==> src/rtl/bse_pkg.sv <==
package bse_pkg;
  localparam int WORD_W = 32;
  localparam int OFS_W  = 5;
  localparam logic [3:0] OP_LAST = 4'd9;

  typedef enum logic [2:0] {
    S_IDLE, S_CHUNK, S_RS0, S_RS1, S_RD, S_WR, S_FIND
  } state_e;

  // n bits set starting at position ofs
  function automatic logic [WORD_W-1:0] field_mask(input logic [5:0] n,
                                                   input logic [OFS_W-1:0] ofs);
    logic [WORD_W-1:0] m;
    m = (n >= 6'd32) ? '1 : ((32'h1 << n) - 32'h1);
    return m << ofs;
  endfunction

  function automatic logic [WORD_W-1:0] combine_op(input logic [3:0] code,
                                                   input logic [WORD_W-1:0] s,
                                                   input logic [WORD_W-1:0] d);
    logic [WORD_W-1:0] r;
    case (code[2:0])
      3'd0: r = s;
      3'd1: r = ~s;
      3'd2: r = d & s;
      3'd3: r = d & ~s;
      3'd4: r = d | s;
      3'd5: r = d | ~s;
      3'd6: r = d ^ s;
      default: r = d ^ ~s;
    endcase
    return r;
  endfunction
endpackage

==> src/rtl/bse_chunk.sv <==
module bse_chunk import bse_pkg::*; #(
  parameter int BA = 15,
  parameter int LW = 16
) (
  input  logic          reverse,
  input  logic          search,
  input  logic [BA-1:0] src,
  input  logic [BA-1:0] dst,
  input  logic [LW-1:0] cnt,
  input  logic [LW-1:0] rem,
  output logic [5:0]    n,
  output logic [BA-1:0] saddr,
  output logic [BA-1:0] daddr
);
  logic [OFS_W-1:0] anchor, pos;
  logic [5:0]       room;
  logic [LW-1:0]    nl, off;

  always_comb begin
    anchor = search ? src[OFS_W-1:0] : dst[OFS_W-1:0];
    if (reverse) begin
      pos  = anchor + rem[OFS_W-1:0] - 5'd1;
      room = {1'b0, pos} + 6'd1;
    end else begin
      pos  = anchor + cnt[OFS_W-1:0];
      room = 6'd32 - {1'b0, pos};
    end
    nl    = (rem < LW'(room)) ? rem : LW'(room);
    n     = nl[5:0];
    off   = reverse ? (rem - nl) : cnt;
    saddr = src + BA'(off);
    daddr = dst + BA'(off);
  end
endmodule

==> src/rtl/bse_align.sv <==
module bse_align import bse_pkg::*; (
  input  logic [3:0]        op,
  input  logic [WORD_W-1:0] lo,
  input  logic [WORD_W-1:0] hi,
  input  logic [OFS_W-1:0]  s_ofs,
  input  logic [OFS_W-1:0]  d_ofs,
  input  logic [5:0]        n,
  input  logic [WORD_W-1:0] old,
  output logic [WORD_W-1:0] wdata
);
  logic [WORD_W-1:0] al, sh, mask, res;

  always_comb begin
    al    = WORD_W'({hi, lo} >> s_ofs);
    sh    = al << d_ofs;
    mask  = field_mask(n, d_ofs);
    res   = combine_op(op, sh, old);
    wdata = (old & ~mask) | (res & mask);
  end
endmodule

==> src/rtl/bse_scan.sv <==
module bse_scan import bse_pkg::*; (
  input  logic [WORD_W-1:0] word,
  input  logic [OFS_W-1:0]  ofs,
  input  logic [5:0]        n,
  input  logic              want1,
  input  logic              reverse,
  output logic              hit,
  output logic [OFS_W-1:0]  pos
);
  logic [WORD_W-1:0] v;

  always_comb begin
    v   = (want1 ? word : ~word) & field_mask(n, ofs);
    hit = |v;
    pos = '0;
    if (reverse) begin
      for (int i = 0; i < WORD_W; i++)
        if (v[i]) pos = OFS_W'(i);
    end else begin
      for (int i = WORD_W-1; i >= 0; i--)
        if (v[i]) pos = OFS_W'(i);
    end
  end
endmodule

==> src/rtl/bse_engine.sv <==
module bse_engine import bse_pkg::*; #(
  parameter int AW = 10,
  parameter int LW = 16
) (
  input  logic                clk,
  input  logic                rst_n,
  input  logic                start,
  input  logic [3:0]          op,
  input  logic                reverse,
  input  logic [AW+OFS_W-1:0] src_bit,
  input  logic [AW+OFS_W-1:0] dst_bit,
  input  logic [LW-1:0]       len,
  output logic                busy,
  output logic                done,
  output logic                found,
  output logic [LW-1:0]       find_off,
  output logic                mem_req,
  output logic                mem_we,
  output logic [AW-1:0]       mem_addr,
  output logic [WORD_W-1:0]   mem_wdata,
  input  logic [WORD_W-1:0]   mem_rdata
);
  localparam int BA = AW + OFS_W;

  // reset: asserted at once, released on the clock
  logic r_meta, arst_n;
  always_ff @(posedge clk or negedge rst_n) begin
    if (!rst_n) begin
      r_meta <= 1'b0;
      arst_n <= 1'b0;
    end else begin
      r_meta <= 1'b1;
      arst_n <= r_meta;
    end
  end

  state_e        state_q, state_d;
  logic [3:0]    op_q;
  logic          rev_q, need2_q, done_q, found_q;
  logic [BA-1:0] src_q, dst_q, saddr_q, daddr_q;
  logic [LW-1:0] len_q, cnt_q, rem_q, off_q;
  logic [5:0]    n_q;
  logic [WORD_W-1:0] lo_q, hi_q;

  logic          accept, trivial, srch, last, adv;
  logic          done_d, res_ld, found_d;
  logic [LW-1:0] off_d, rel, hit_off;
  logic [5:0]    ch_n;
  logic [BA-1:0] ch_s, ch_d;
  logic          sc_hit;
  logic [OFS_W-1:0] sc_pos;
  logic [WORD_W-1:0] al_wdata;

  assign accept  = (state_q == S_IDLE) && start;
  assign trivial = accept && ((len == '0) || (op > OP_LAST));
  assign srch    = op_q[3];
  assign last    = (rem_q == LW'(n_q));

  bse_chunk #(.BA(BA), .LW(LW)) u_chunk (
    .reverse(rev_q), .search(srch), .src(src_q), .dst(dst_q),
    .cnt(cnt_q), .rem(rem_q), .n(ch_n), .saddr(ch_s), .daddr(ch_d)
  );

  bse_align u_align (
    .op(op_q), .lo(lo_q), .hi(hi_q),
    .s_ofs(saddr_q[OFS_W-1:0]), .d_ofs(daddr_q[OFS_W-1:0]),
    .n(n_q), .old(mem_rdata), .wdata(al_wdata)
  );

  bse_scan u_scan (
    .word(mem_rdata), .ofs(saddr_q[OFS_W-1:0]), .n(n_q),
    .want1(op_q[0]), .reverse(rev_q), .hit(sc_hit), .pos(sc_pos)
  );

  always_comb begin
    rel     = LW'(saddr_q - src_q) + LW'(sc_pos) - LW'(saddr_q[OFS_W-1:0]);
    hit_off = rev_q ? (len_q - LW'(1) - rel) : rel;
  end

  // next state, memory strobes, completion
  always_comb begin
    state_d   = state_q;
    mem_req   = 1'b0;
    mem_we    = 1'b0;
    mem_addr  = daddr_q[BA-1:OFS_W];
    mem_wdata = al_wdata;
    adv       = 1'b0;
    done_d    = 1'b0;
    res_ld    = 1'b0;
    found_d   = 1'b0;
    off_d     = '0;
    case (state_q)
      S_IDLE: begin
        if (trivial) begin
          done_d = 1'b1;
          res_ld = 1'b1;
        end else if (accept) begin
          state_d = S_CHUNK;
          res_ld  = 1'b1;
        end
      end
      S_CHUNK: state_d = S_RS0;
      S_RS0: begin
        mem_req  = 1'b1;
        mem_addr = saddr_q[BA-1:OFS_W];
        state_d  = srch ? S_FIND : S_RS1;
      end
      S_RS1: begin
        mem_req  = need2_q;
        mem_addr = saddr_q[BA-1:OFS_W] + AW'(1);
        state_d  = S_RD;
      end
      S_RD: begin
        mem_req = 1'b1;
        state_d = S_WR;
      end
      S_WR: begin
        mem_req = 1'b1;
        mem_we  = 1'b1;
        adv     = 1'b1;
        if (last) begin
          state_d = S_IDLE;
          done_d  = 1'b1;
        end else begin
          state_d = S_CHUNK;
        end
      end
      S_FIND: begin
        adv = 1'b1;
        if (sc_hit) begin
          state_d = S_IDLE;
          done_d  = 1'b1;
          res_ld  = 1'b1;
          found_d = 1'b1;
          off_d   = hit_off;
        end else if (last) begin
          state_d = S_IDLE;
          done_d  = 1'b1;
        end else begin
          state_d = S_CHUNK;
        end
      end
      default: state_d = S_IDLE;
    endcase
  end

  always_ff @(posedge clk or negedge arst_n) begin
    if (!arst_n) state_q <= S_IDLE;
    else         state_q <= state_d;
  end

  always_ff @(posedge clk or negedge arst_n) begin
    if (!arst_n) begin
      op_q    <= '0;
      rev_q   <= 1'b0;
      src_q   <= '0;
      dst_q   <= '0;
      len_q   <= '0;
      cnt_q   <= '0;
      rem_q   <= '0;
      n_q     <= '0;
      saddr_q <= '0;
      daddr_q <= '0;
      need2_q <= 1'b0;
      lo_q    <= '0;
      hi_q    <= '0;
      done_q  <= 1'b0;
      found_q <= 1'b0;
      off_q   <= '0;
    end else begin
      done_q <= done_d;
      if (accept) begin
        op_q  <= op;
        rev_q <= reverse;
        src_q <= src_bit;
        dst_q <= dst_bit;
        len_q <= len;
        cnt_q <= '0;
        rem_q <= len;
      end
      if (state_q == S_CHUNK) begin
        n_q     <= ch_n;
        saddr_q <= ch_s;
        daddr_q <= ch_d;
        need2_q <= ({2'b00, ch_s[OFS_W-1:0]} + {1'b0, ch_n}) > 7'd32;
      end
      if (state_q == S_RS1) lo_q <= mem_rdata;
      if (state_q == S_RD)  hi_q <= need2_q ? mem_rdata : '0;
      if (adv) begin
        cnt_q <= cnt_q + LW'(n_q);
        rem_q <= rem_q - LW'(n_q);
      end
      if (res_ld) begin
        found_q <= found_d;
        off_q   <= off_d;
      end
    end
  end

  assign busy     = (state_q != S_IDLE);
  assign done     = done_q;
  assign found    = found_q;
  assign find_off = off_q;
endmodule

==> config.mk <==
export PLATFORM = sky130hd
export DESIGN_NAME = bse_engine
export DESIGN_NICKNAME = d
export VERILOG_FILES = /design/src/rtl/bse_pkg.sv /design/src/rtl/bse_chunk.sv /design/src/rtl/bse_align.sv /design/src/rtl/bse_scan.sv /design/src/rtl/bse_engine.sv
export SDC_FILE = /design/constraint.sdc
export NUM_CORES = 1
export LEC_CHECK = 0
export BUFFER_PORTS_ARGS = -buffer_cell sky130_fd_sc_hd__buf_2
export CAP_MARGIN = 5
export CORE_MARGIN = 2
export CORE_UTILIZATION = 57
export DETAILED_ROUTE_END_ITERATION = 8
export GPL_TIMING_DRIVEN = 1
export PLACE_DENSITY_LB_ADDON = 0.05
export REMOVE_ABC_BUFFERS = 1
export SYNTH_ARGS = -nofsm -noshare
export SYNTH_HDL_FRONTEND = slang
export SYNTH_SLANG_ARGS = --single-unit
==> constraint.sdc <==
create_clock -name clk -period 8.8 [get_ports clk]
set_clock_uncertainty 0.15 [all_clocks]
set_input_delay 1.76 -clock clk [delete_from_list [all_inputs] [get_ports clk]]
set_output_delay 1.76 -clock clk [all_outputs]
set_load 0.01 [all_outputs]
# After elaboration in Yosys (flattened, before gate mapping)
# Cells that the tools add are included.
# totals
register_bits,207
inputBits,86
wordCells,184
# classes
n_addsub,18
n_lt_le_gt_ge,4
eq_ne,15
shifts,5
muxes,98
bitwise_logic,13
n_reduce_logical,12
# ops
op,count
$mux 5,50
$pmux 32 s7,1
$and 32x32->32,5
$mux 16,7
$mux 32,3
$not 32->32,3
$or 32x32->32,3
$shl 32x5->32,3
$shr 64x5->32,1
$xor 32x32->32,2
$mux 4,8
$reduce_or 32->1,1
$shl 1x6->32 const A,1
$sub 32x1->32 const B,1
$add 15x15->15,2
$mux 15,2
$mux 3,8
$pmux 3 s7,1
$pmux 10 s2,1
$eq 3x3->1 const B,6
$add 16x5->16,1
$add 16x6->16,1
$eq 16x6->1,1
$logic_not 16->1,1
other kinds (32),52

# Depth between registers and ports, before layout
# depth
ltp_word,44
ltp_mapped,38
mapped_depth_nobuf,36

# By module
# From an unflattened synthesis, not the netlist that was laid out.
# unflattened
cells_unflattened,3709
area_unflattened_um2,29097.9
# modules_own_cells
mod,n_inst,cells_each,area_each_um2
bse_engine,1,1197,11204.5
bse_align,1,1377,10078.4
bse_scan,1,719,4813.4
bse_chunk,1,416,3001.6

# Worst setup path before layout
# OpenSTA, ideal clock, no wires.
# synth_path
kind,register to register
start,register n_q[2]
end,"register off_q[13], in the netlist find_off[13]"
setup_ns,0.127
arrival_ns,8.285
slack_ns,0.238
stages_incl_launch_ff,35
synth_period_minus_slack_ns,8.562
path_cell_list,dfrtp_1 -> buf_6 -> nor4_2 -> clkbuf_1 -> nand2_1 -> ha_1 -> buf_2 -> or2_2 -> a32oi_2 -> a21oi_1 -> a2111oi_0 -> o22a_1 -> o22ai_1 -> a2111oi_0 -> nand3_1 -> or3_1 -> o211ai_1 -> fa_1 -> ha_1 -> fa_1 -> a21o_1 -> a21oi_1 -> o21bai_1 -> a211o_1 -> a31oi_1 -> xor2_1 -> ha_1 -> and2_1 -> a31o_2 -> nor3_1 -> nor4b_1 -> o21ai_0 -> or3b_2 -> a31oi_1 -> mux2i_1
# synth_between
elab_chain_cells,44
# synth_rtl
element,line,source
"start, declared",bse_engine.sv:42,logic [5:0] n_q;
"start signal, assigned",bse_engine.sv:182,n_q <= ch_n;
$shl 1x6->32,bse_pkg.sv:14,m = (n >= 6'd32) ? '1 : ((32'h1 << n) - 32'h1);
$sub 32x1->32,bse_pkg.sv:14,
$mux 32 (*),bse_pkg.sv:14,
$shl 32x5->32 (*),bse_pkg.sv:15,return m << ofs;
$and 32x32->32 (*),bse_scan.sv:13,"v = (want1 ? word : ~word) & field_mask(n, ofs);"
$mux 5 (32 in a row),bse_scan.sv:21,if (v[i]) pos = OFS_W'(i);
$mux 5,bse_scan.sv:16,if (reverse) begin
$add 16x5->16,bse_engine.sv:76,rel = LW'(saddr_q - src_q) + LW'(sc_pos) - LW'(saddr_q[OFS_W-1:0]);
$sub 16x5->16,bse_engine.sv:76,
$sub 16x16->16,bse_engine.sv:77,hit_off = rev_q ? (len_q - LW'(1) - rel) : rel;
$mux 16,bse_engine.sv:77,
$mux 16,bse_engine.sv:130,if (sc_hit) begin
$mux 16,bse_engine.sv:92,case (state_q)
"end signal, assigned",bse_engine.sv:169,off_q <= '0;
"end signal, assigned",bse_engine.sv:195,off_q <= off_d;
"end, declared",bse_engine.sv:41,"logic [LW-1:0] len_q, cnt_q, rem_q, off_q;"
# Every way passes the cells marked *; elsewhere a longest branch is shown, timed or not.
# A chain may end at the register's enable or synchronous reset.

# Worst setup path in the final report
# layout_path
start,register n_q[5]
end,"register off_q[13], in the netlist find_off[13]"
# Same word-level chain as after synthesis.

==> impl_metrics.ini <==
[clocking]
cts_root_buf = clkbuf_16
cts_num_sinks = 205
path_clk_slew_ns = 0.06
cts_hold_buf = 0
cts_buffer_depth = 3
cts_max_level = 1
clock_latency_ns = 0.56
cts_inserted_buffers = 25
cts_tree = done

[finish]
drive_gt1_share_pct = 17.86
nFillCells = 3830
synthToLayoutAreaGrowth_pct = 9.908
seqCellArea_mm2 = 0.005150
multi_input_area_mm2 = 0.01921
nets = 3479

[sta]
fin_crit_sh_pct = 98.34
maxSlewViolCount = 0
fmax_mhz = 115.6
finalSetupViolCount = 0
tightestPinTransition_ns = 1.167
worst_slack_ns = 0.1459
holdWs_ns = 0.1707
finalHoldViolations = 0
max-slew-margin-rel_pct = 21.89
fin_crit_ns = 8.654

[synthesis]
async_reset_ff_share_pct = 100.0
synth_edf_count = 0
yosys_warnings = 0
yosys.area.top_type_share_pct = 19.93
yosys-top-cells-area = dfrtp_1 (20%), mux4_2 (8.0%), nand2_1 (7.2%)
synth_cells = 3174
synth_compound_area_share_pct = 24.52
ys_seq_area_share_pct = 19.93
synthMostInstantiatedCell = nand2_1
synth_area_leader_cell = dfrtp_1
synth_area_per_cell_um2 = 8.108
synthMuxAreaShare_pct = 18.05
synth-simple-area-share_pct = 18.64
synth_fa_ha_area_share_pct = 7.098
synth_flop_cell = dfrtp_1
ys_top_cells_by_count = nand2_1 (494), o21ai_0 (225), dfrtp_1 (205)
yosys.area_share.xor_xnor_pct = 5.445
synth-seq-cells = 205
synth_top_family_by_area = compound AO/OA/AOI/OAI gates
syn-cell-area_mm2 = 0.02574
yosysUniqueCellTypes = 111

[min_path]
hold_path.class = flop to asynchronous set/reset pin

[global_route]
overflow = 0
grt_start_max_net_pins = 166
grt_pass1_wl_mm = 157.9
grt_pass1_vias = 26123
gr-usage-all-layers_pct = 43.54
antenna_found_initial = 2

[detailed_routing]
ant_nets = 0
viasPerCell = 7.114
drt-initial-drc-count = 3792
drc = 0
wirelength_mm = 104.7
num_vias = 27518
first_pass_iters = 6
routedWlPerCell_um = 27.06

[setup_path]
arrival_ns = 8.94
worst_setup_path_end_kind = flop
worstPathMaxFanout = 13
cp_slowest_cell = fa_1
setup.worst_path.start_class = flop
cpPeakStageDelay_ns = 0.52
critPathKind = flop to flop
ff2ff_path_depth = 33
cp.required_ns = 9.08

[floorplanning]
core_area_mm2 = 0.04441
die_area_mm2 = 0.04687
dieHeight_um = 216.5
start_util_pct = 57.95
rows = 77
dieWidth_um = 216.5
io_pins = 149

[job]
cap_violations = 0

[placement]
place_ws_ns = -0.2008
hpwl_mm = 78.93
port_buffers = 148
gp_congestion = 1.094

[status]
outcome = finished, final reports clean
path summary, 6_finish.rpt:
check	to	slack [ns]	start
max	find_off[13]	0.15	n_q[5]
min	dst_q[11]	0.17	arst_n
max reg2reg	find_off[13]	0.15	n_q[5]
min reg2reg	dst_q[11]	0.17	arst_n
max in group asynchronous	saddr_q[0]	6.87	arst_n
min in group clk	arst_n	0.23	r_meta
flip-flops by register name, indices dropped and copies added (netlist names):
register	flops
arst_n	1
cnt_q	15
daddr_q	15
done	1
dst_q	15
find_off	16
found	1
hi_q	31
len_q	16
lo_q	32
n_q	6
need2_q	1
op_q	4
r_meta	1
rem_q	16
rev_q	1
saddr_q	15
src_q	15
state_q	3
routing by layer:
metal	global-route usage [%]	up-vias	routed length, um
met1	56.41	13229	39420
li1	-	11939	-
met5	0	-	27
met4	22.63	4	6736
met3	10.11	418	12500
met2	67.97	1928	45990
kinds of logic after synthesis:
| kind of cell | count (synthesis) |
|---|---|
| buf+inv | 379 |
| simple gates | 1051 |
| fa+ha+maj | 137 |
| compound gates | 926 |
| other cells | 1 |
| flops | 205 |
| mux | 315 |
| xor+xnor | 160 |
critical path, delay by kind of cell, from the launching register on:
family	cells	cell delay [ns]
compound gates	15	3.50
xor+xnor	1	0.22
fa+ha+maj	5	1.64
buf+inv	2	0.33
flops	1	0.42
mux	2	0.36
simple gates	8	1.91
metrics by stage:
step	utilization (%)	area [um^2]	cells	TNS, ns
4_1_cts	63.21	28070	3865	0
5_1_grt	63.68	28280	3867	-0.1585
3_5_place_dp	61.35	27250	3819	-0.3918
2_1_floorplan	-	24650	2938	-8.821
3_3_place_gp	61.35	27250	3819	0
6_report	63.69	28290	3868	0
placed cells by master, fill, tap and decap left out, drive strengths merged, types with 71 or more instances in the layout:
cell,netlist,routed
dfrtp,205,205
nand2,495,495
nand3,76,76
a21oi,169,169
xor2,71,71
mux4,106,106
ha,122,122
nor2,201,201
buf,87,291
inv,143,144
xnor2,89,89
o21ai,226,226
mux2i,150,150
layout make-up:
cell class                      count  area share (%)
Timing Repair Buffer              291           6.516
Antenna cell                        1        0.008847
Tap cell                          592           2.619
Inverter                          143           1.898
Multi-Input combinational cell   2590           67.92
Clock buffer                       37           2.548
Clock inverter                      9          0.2875
Sequential cell                   205           18.21
timing repair:
item,4_1_cts,5_1_grt
endpoints found under the setup margin,3,7
endpoints found under the hold margin,0,0
setup buffers,0,2
pin swaps,0,11
gates resized for setup,5,44
Power is not shown: default switching activity piles up to over one toggle a cycle in this logic, so the estimate is an artifact.
